File: src/rtl/flash_refresh_sched.sv
module flash_refresh_sched #(
  parameter int NUM_BLK = 8,
  parameter int CNT_W   = 16,
  parameter int WIN_W   = 8,
  localparam int IDX_W  = (NUM_BLK > 1) ? $clog2(NUM_BLK) : 1
) (
  input  logic             clk,
  input  logic             rst_n,
  input  logic             day_tick,
  input  logic             pe_valid,
  input  logic [IDX_W-1:0] pe_blk,
  input  logic [WIN_W-1:0] win_days,
  input  logic [2:0]       ecc_t_avail,
  input  logic [6:0]       par_cap,
  output logic             cmd_valid,
  input  logic             cmd_ready,
  output logic [IDX_W-1:0] cmd_blk,
  output logic             cmd_inplace,
  output logic             mode_high,
  output logic [4:0]       interval_days,
  output logic [2:0]       t_even,
  output logic [2:0]       t_odd
);
  localparam logic [4:0][4:0] CAND   = {5'd21, 5'd7, 5'd3, 5'd2, 5'd1};
  localparam logic [4:0][2:0] T_ODD  = {3'd6, 3'd5, 3'd4, 3'd3, 3'd3};
  localparam logic [4:0][2:0] T_EVEN = {3'd5, 3'd4, 3'd4, 3'd3, 3'd3};
  localparam logic [CNT_W-1:0] CNT_MAX = '1;

  logic [7:0]       idle [NUM_BLK];
  logic [CNT_W-1:0] ev_cnt, last_cnt;
  logic [WIN_W-1:0] day_cnt, last_win;
  logic             scanning;
  logic [IDX_W-1:0] ptr;
  logic [2:0]       sel;

  wire closing = day_tick && ((WIN_W+1)'(day_cnt) + 1'b1 >= (WIN_W+1)'(win_days));
  wire handshake = cmd_valid && cmd_ready;
  wire last_blk = (ptr == IDX_W'(NUM_BLK - 1));

  always_ff @(posedge clk) begin
    if (!rst_n) begin
      ev_cnt <= '0; last_cnt <= '0; day_cnt <= '0; last_win <= '0; mode_high <= 1'b0;
    end else begin
      if (closing) begin
        last_cnt  <= ev_cnt;
        last_win  <= win_days;
        mode_high <= (32'(ev_cnt) > 32'(NUM_BLK) * 32'(win_days));
        ev_cnt    <= pe_valid ? CNT_W'(1) : '0;
        day_cnt   <= '0;
      end else begin
        if (day_tick) day_cnt <= day_cnt + 1'b1;
        if (pe_valid && ev_cnt != CNT_MAX) ev_cnt <= ev_cnt + 1'b1;
      end
    end
  end

  always_comb begin
    sel = 3'd0;
    if (!mode_high)
      for (int i = 1; i < 5; i++)
        if (2 * 32'(CAND[i]) * 32'(last_cnt) <= 32'(NUM_BLK) * 32'(last_win) &&
            10 * 32'(T_ODD[i]) <= 32'(par_cap) && T_ODD[i] <= ecc_t_avail)
          sel = 3'(i);
  end

  assign interval_days = CAND[sel];
  assign t_even        = T_EVEN[sel];
  assign t_odd         = T_ODD[sel];

  always_comb assert (t_even <= t_odd);

  for (genvar b = 0; b < NUM_BLK; b++) begin : g_idle
    always_ff @(posedge clk) begin
      if (!rst_n) idle[b] <= '0;
      else if ((pe_valid && pe_blk == IDX_W'(b)) || (handshake && cmd_blk == IDX_W'(b)))
        idle[b] <= '0;
      else if (day_tick && idle[b] != 8'd255)
        idle[b] <= idle[b] + 1'b1;
    end

    p_idle_step_r6: assert property (@(posedge clk) disable iff (!rst_n)
      idle[b] != 8'd0 |=> idle[b] == 8'd0 || idle[b] >= $past(idle[b]));
  end

  always_ff @(posedge clk) begin
    if (!rst_n) begin
      scanning <= 1'b0; ptr <= '0; cmd_valid <= 1'b0; cmd_blk <= '0; cmd_inplace <= 1'b0;
    end else if (cmd_valid) begin
      if (cmd_ready) begin
        cmd_valid <= 1'b0;
        if (last_blk) scanning <= 1'b0;
        else ptr <= ptr + 1'b1;
      end
    end else if (scanning) begin
      if (idle[ptr] >= 8'(interval_days)) begin
        cmd_valid   <= 1'b1;
        cmd_blk     <= ptr;
        cmd_inplace <= !mode_high;
      end else if (last_blk) scanning <= 1'b0;
      else ptr <= ptr + 1'b1;
    end else if (day_tick) begin
      scanning <= 1'b1;
      ptr      <= '0;
    end
  end

  p_cmd_hold_r7: assert property (@(posedge clk) disable iff (!rst_n)
    cmd_valid && !cmd_ready |=> cmd_valid && $stable(cmd_blk) && $stable(cmd_inplace));
  p_high_fixed_r3: assert property (@(posedge clk) disable iff (!rst_n)
    mode_high |-> interval_days == 5'd1 && t_even == 3'd3 && t_odd == 3'd3);
  p_t_limit_r4: assert property (@(posedge clk) disable iff (!rst_n)
    interval_days != 5'd1 |-> t_odd <= ecc_t_avail && 10 * 32'(t_odd) <= 32'(par_cap));
  p_pe_clear_r6: assert property (@(posedge clk) disable iff (!rst_n)
    pe_valid |=> idle[$past(pe_blk)] == 8'd0);
  p_cmd_eligible_r7: assert property (@(posedge clk) disable iff (!rst_n)
    $rose(cmd_valid) |-> idle[cmd_blk] != 8'd0);
endmodule

File: config.mk
export PLATFORM = sky130hd
export DESIGN_NAME = flash_refresh_sched
export DESIGN_NICKNAME = d
export VERILOG_FILES = /design/src/rtl/flash_refresh_sched.sv
export SDC_FILE = /design/constraint.sdc
export NUM_CORES = 1
export LEC_CHECK = 0
export BUFFER_PORTS_ARGS = -buffer_cell sky130_fd_sc_hd__buf_2
export CORE_ASPECT_RATIO = 2
export CORE_MARGIN = 8
export CORE_UTILIZATION = 64
export CTS_CLUSTER_SIZE = 12
export DETAILED_ROUTE_END_ITERATION = 16
export PLACE_DENSITY = 0.82
export SLEW_MARGIN = 15
export SYNTH_ARGS = -nofsm -noshare
export SYNTH_HDL_FRONTEND = slang
export SYNTH_SLANG_ARGS = --single-unit
File: constraint.sdc
create_clock -name clk -period 8.2 [get_ports clk]
set_input_delay 1.64 -clock clk [delete_from_list [all_inputs] [get_ports clk]]
set_output_delay 1.64 -clock clk [all_outputs]
set_load 0.02 [all_outputs]
==> results of run 1 <==
-- critical path: stages (launching register included) --
cell	delay [ns]
dfxtp_1	0.50
ha_1	0.31
ha_1	0.34
ha_1	0.30
ha_1	0.37
o21ai_0	0.31
nor2_1	0.07
nor2_1	0.16
nor2b_1	0.07
o21a_1	0.17
nor3_1	0.13
a21oi_1	0.06
ha_1	0.32
nand2b_1	0.18
o2111ai_1	0.23
a2111oi_2	0.40
o41ai_1	0.17
or4_1	0.43
nor4_2	0.20
nand4_1	0.18
or4_4	0.50
a21oi_1	0.18
buf_2	0.19
-- per-stage QoR --
step | area (um^2) | instances | power (mW) | hold WS (ns)
after global placement | 11600 | 1489 | 0.955 | 0.468
after global routing | 12300 | 1520 | 1.78 | 0.526
after floorplan | 11200 | 1258 | 0.895 | 0.454
final | 12300 | 1520 | 1.72 | 0.485
after detailed placement | 11600 | 1489 | 0.962 | 0.476
after CTS | 12200 | 1520 | 1.72 | 0.490
-- where the power goes --
| group | switching [mW] | leakage (nW) | internal [mW] | total [mW] |
|---|---|---|---|---|
| logic | 0.117 | 3.92 | 0.0915 | 0.209 |
| clock network | 0.281 | 0.306 | 0.484 | 0.765 |
| registers | 0.0499 | 1.19 | 0.696 | 0.746 |
-- kinds of logic (layout without fill, tap and decap cells) --
logic type	Yosys count	in the layout	share of synthesized area
DFF	125	125	0.280
xor gates and xnor gates	99	99	0.0779
AOI/OAI and AO/OA	268	268	0.158
and+or+nand+nor	454	454	0.193
other	1	1	0.000334
muxes	28	28	0.0366
adders and majority gates	179	179	0.218
buffers and inverters	104	156	0.0364
-- layout make-up --
cell class                      count  area, um^2
Sequential cell                   125        3150
Inverter                           76         285
Clock buffer                       22         522
Tap cell                          210         263
Clock inverter                      9        95.1
Fill cell                        1395        4930
Multi-Input combinational cell   1029        7680
Timing Repair Buffer               49         268
-- registers in the layout, indices dropped and copies added, names as in the netlist, named ones only --
register     flops
day_cnt          8
cmd_inplace      1
mode_high        1
ev_cnt          16
cmd_valid        1
scanning         1
last_win         8
idle            64
cmd_blk          3
ptr              3
last_cnt        16
-- final timing paths --
path,endpoint,startpoint,slack (ns)
worst min-delay path,last_win[7]$_SDFFE_PN0P_,last_win[7]$_SDFFE_PN0P_,0.49
worst max-delay path,t_odd[2],last_cnt[3]$_SDFFE_PN0P_,0.34
worst max register to register,ptr[1]$_SDFFE_PN0P_,last_cnt[3]$_SDFFE_PN0P_,0.61
worst min register to register,last_win[7]$_SDFFE_PN0P_,last_win[7]$_SDFFE_PN0P_,0.49
-- cell usage in the layout, fill, tap and decap left out, drive strengths merged, types with 18 or more instances in the layout --
| master | count |
|---|---|
| inv | 79 |
| clkbuf | 22 |
| a21oi | 89 |
| nand2 | 106 |
| nor2 | 144 |
| o21a | 20 |
| edfxtp | 64 |
| dfxtp | 61 |
| xnor2 | 51 |
| nand2b | 18 |
| fa | 27 |
| nand3 | 55 |
| nor3 | 28 |
| buf | 49 |
| ha | 152 |
| xor2 | 48 |
| nand4 | 23 |
| o21ai | 45 |
-- routing by layer --
layer / vias up / share of wire
li1: 4647 / -
met1: 4655 / 0.33
met2: 291 / 0.57
met3: 144 / 0.033
met4: 0 / 0.074
met5: - / 0
==> flow_metrics.tcl, run 1 <==
set metrics [dict create \
    clkSinkCount 125 \
    netlist_area_um2 11200 \
    rows 68 \
    io_pins 43 \
    clkLatencyLatePin_ns 0.42 \
    diodes 0 \
    synthMostInstantiatedCell "ha_1" \
    hold_class "flop to flop" \
    synth-warning-count 0 \
    wl_per_cell_um 19.4 \
    drt-vias-per-instance 6.41 \
    post-route-min-period_ns 7.86 \
    postCtsHoldBufs 0 \
    synth_fp_nets 1463 \
    hold_violations 0 \
    syn_inst 1258 \
    drt_iter0_drc 550 \
    maxCapViolCount 0 \
    slew_headroom 0.410 \
    dp_hpwl_um 23100 \
    ys_types 79 \
    setup_viol 0 \
    crit_path_max_fanout 6 \
    synthTopCellsByArea "edfxtp_1 17%, ha_1 17%, dfxtp_1 11%, fa_1 4.8%, nor2_1 4.8%" \
    power-per-cell-area_nw_per_um2 140 \
    vias 9737 \
    synthArstFlopShare 0 \
    drc_errors 0 \
    cts_buffers 17 \
    initial_core_util 0.653 \
    overflow 0 \
    die-area_um2 22300 \
    cts.path.max_buffers 2 \
    grt_use_met1 0.242 \
    synth_edf_count 64 \
    status "finished, final reports clean" \
    use_met2 0.525 \
    grt-busiest-layer "met2" \
    drv_slew 0 \
    hold_path_depth 2 \
    dr.pass1.iters 7 \
    fin_ws_ns 0.342 \
    synthTopCellsByCount "152 x ha_1, 144 x nor2_1, 106 x nand2_1" \
    grt_max_degree 38 \
    post-route-period-util 0.958 \
    place_congestion 0.941 \
    setup.worst_path.start_class "flop" \
    ys_ff_latch 125 \
    tightest_slew_ns 0.884 \
    totalWireLength_um 29400 \
    crit_arrival_ns 6.22 \
    fmax_mhz 127 \
    power_leakage_nw 5.42 \
    syn2layout_area_growth_pct 9.22 \
    fp.dieW_um 110 \
    die_h_um 203 \
    cts_tree "done" \
    post_cts_buffers 0 \
    syn-mean-instance-area_um2 8.92 \
    drive_gt1_frac 0.0985 \
    post_cts_resized 0 \
    cts.clk_slew.worst_paths_ns 0.06 \
    setup.worst_path.end_class "output port" \
    ir_drop_v 0.000193 \
    worstSetupPathType "flop to output port" \
    dp_slack_ns 0.712 \
    layout.nets 1503 \
    grt_pass1_vias 10099 \
    fin_skew_ns 0.0101 \
    grt_antenna_before_repair 0 \
    setup_tns_ns 0 \
    synth_top_area_share 0.171 \
    htree_levels 4 \
    cp.required_ns 6.56 \
    track_usage 0.272 \
    core-area_um2 17200 \
    synth_flop_cell "edfxtp_1" \
    synth_top_area_cell "edfxtp_1" \
    postRouteAntennaNets 0 \
    port-buffer-count 40 \
    cts_root_buf "clkbuf_16" \
    ys_seq_area_frac 0.280 \
    rr_worst_depth 32 \
    finish.utilization 0.713 \
    grt.met3_usage 0.0316 \
    grt_pass1_wl_um 47600 \
    rsz0062_at_grt "false" \
]
(Power assumes the default switching activity.)
==> inputs of run 2 (changes only) <==
CORE_MARGIN = default   (was 8)
==> run 2 against run 1 <==
  * Global-route usage grew 7.0 points
  * Largest power group unchanged
  * First-iteration DRC count is 17% lower
  * Clock power up 7.1%
  * Wire length is 0.67% lower
==> flow_metrics.tcl, run 2 (synthesized netlist as in run 1, its figures left out) <==
set metrics [dict create \
    ir_drop_v 0.000192 \
    p_switching_uw 447 \
    layoutNonFillerInstCount 1522 \
    rsz0062_at_grt "false" \
    layout_common_cells "152 x ha_1, 144 x nor2_1, 106 x nand2_1" \
    hold_class "flop to flop" \
    crit_family "compound AO/OA/AOI/OAI gates" \
    port-buffer-count 40 \
    regMostFlops "idle" \
    drt-vias-per-instance 6.44 \
    power_leakage_nw 5.44 \
    layout.nets 1511 \
    totalWireLength_um 29200 \
    dp_hpwl_um 22500 \
    post_cts_resized 0 \
    die_h_um 189 \
    cp.required_ns 6.56 \
    core-area_um2 17200 \
    reg_top3 "idle (64), ev_cnt (16), last_cnt (16)" \
    p_sw_frac 0.252 \
    cts_tree "done" \
    clkSinkCount 125 \
    drv_slew 0 \
    fp.dieW_um 95.7 \
    place_inst 1489 \
    slew_headroom 0.397 \
    layout_commonest_cell "ha_1" \
    grt_max_degree 44 \
    fmax_mhz 129 \
    io_pins 43 \
    overflow 0 \
    wl_per_cell_um 19.2 \
    htree_levels 4 \
    p_int_mw 1.33 \
    grt_pass1_wl_um 47400 \
    largest_reg_flops 64 \
    power-per-cell-area_nw_per_um2 145 \
    drc_errors 0 \
    crit_slowest_cell "dfxtp_1" \
    cts_buffers 25 \
    cts.clk_slew.worst_paths_ns 0.06 \
    cpMostUsedCell "ha_1" \
    postRouteAntennaNets 0 \
    cts.path.max_buffers 3 \
    worstSetupPathType "flop to output port" \
    syn2layout_area_growth_pct 9.56 \
    drive_gt1_frac 0.0960 \
    crit_arrival_ns 6.09 \
    post_cts_buffers 0 \
    path_cells "ha_1, ha_1, inv_1, fa_1, inv_1, ha_1, a21oi_1, o211ai_1, a21oi_1, ha_1, nand2b_1, o2111ai_1, a2111oi_2, o41ai_1, or4_1, nor4_2, nand4_1, or4_4, a21oi_1, buf_2" \
    post-route-min-period_ns 7.73 \
    post-route-period-util 0.942 \
    die-area_um2 18100 \
    hold_violations 0 \
    p_clk_frac 0.461 \
    tightest_slew_ns 0.895 \
    cpPeakStageDelay_ns 0.51 \
    maxCapViolCount 0 \
    crit_buf_inv 3 \
    seqPwrFrac 0.421 \
    grt_antenna_before_repair 0 \
    dr.pass1.iters 5 \
    vias 9796 \
    postCtsHoldBufs 0 \
    rows 68 \
    diodes 0 \
    setup_viol 0 \
    setup_tns_ns 0 \
    track_usage 0.342 \
    clkLatencyLatePin_ns 0.46 \
    cts_root_buf "clkbuf_16" \
    place_congestion 0.932 \
    setup.worst_path.start_class "flop" \
    initial_core_util 0.653 \
    grt_pass1_vias 10257 \
    status "finished, final reports clean" \
    fin_skew_ns 0.0172 \
    drt_iter0_drc 457 \
    crit_path_max_fanout 6 \
    setup.worst_path.end_class "output port" \
    comb_power_share 0.118 \
]
run 2: cell count changes in the layout (fill, tap and decap cells not counted), sizes merged:
cell | previous run | this run
clkbuf | 22 | 28
inv | 79 | 76
bufinv | 1 | 0
run 2: path summary, 6_finish.rpt:
kind                                            endpoint                     start  slack, ns  cells past startpoint
worst min register to register  last_win[5]$_SDFFE_PN0P_  last_win[5]$_SDFFE_PN0P_       0.49                      2
worst min-delay path            last_win[5]$_SDFFE_PN0P_  last_win[5]$_SDFFE_PN0P_       0.49                      2
worst max-delay path                           t_even[2]  last_cnt[4]$_SDFFE_PN0P_       0.47                     20
worst max register to register       ptr[0]$_SDFFE_PN0P_  last_cnt[4]$_SDFFE_PN0P_       0.71                     30
run 2: worst min-delay path: cells and delay by family (launching register included):
family / cells / cell delay, ns
AO/OA/AOI/OAI: 1 / 0.06
AND/OR/NAND/NOR: 1 / 0.07
flip-flops: 1 / 0.32
run 2: final cells by class:
class,instances,area [um^2]
Sequential cell,125,3150
Timing Repair Buffer,49,268
Tap cell,210,263
Fill cell,1327,4890
Clock buffer,28,637
Multi-Input combinational cell,1029,7680
Clock inverter,5,22.5
Inverter,76,285
run 2: per-stage QoR:
step,total power [mW],cell area [um^2],setup WS [ns],utilization,hold slack [ns]
after detailed placement,0.962,11600,0.775,0.677,0.476
final,1.78,12300,0.473,0.716,0.487
after global placement,0.954,11600,0.893,0.677,0.464
after CTS,1.78,12300,0.263,0.715,0.489
after global routing,1.84,12300,0.0166,0.716,0.517
after floorplan,0.895,11200,1.31,-,0.454
run 2: power by group through the flow:
stage	sequential, mW	combinational, mW	clock, mW
after floorplan	0.739	0.156	0
after global placement	0.756	0.198	0
after detailed placement	0.759	0.203	0
after CTS	0.747	0.208	0.827
after global routing	0.754	0.232	0.855
final	0.749	0.210	0.819
run 2: per-layer routing:
metal	vias up	global-route usage	wire length, um
li1	4660	-	-
met1	4649	0.303	9410
met2	331	0.629	16000
met3	156	0.0635	1290
met4	0	0.295	2490
met5	-	0	0
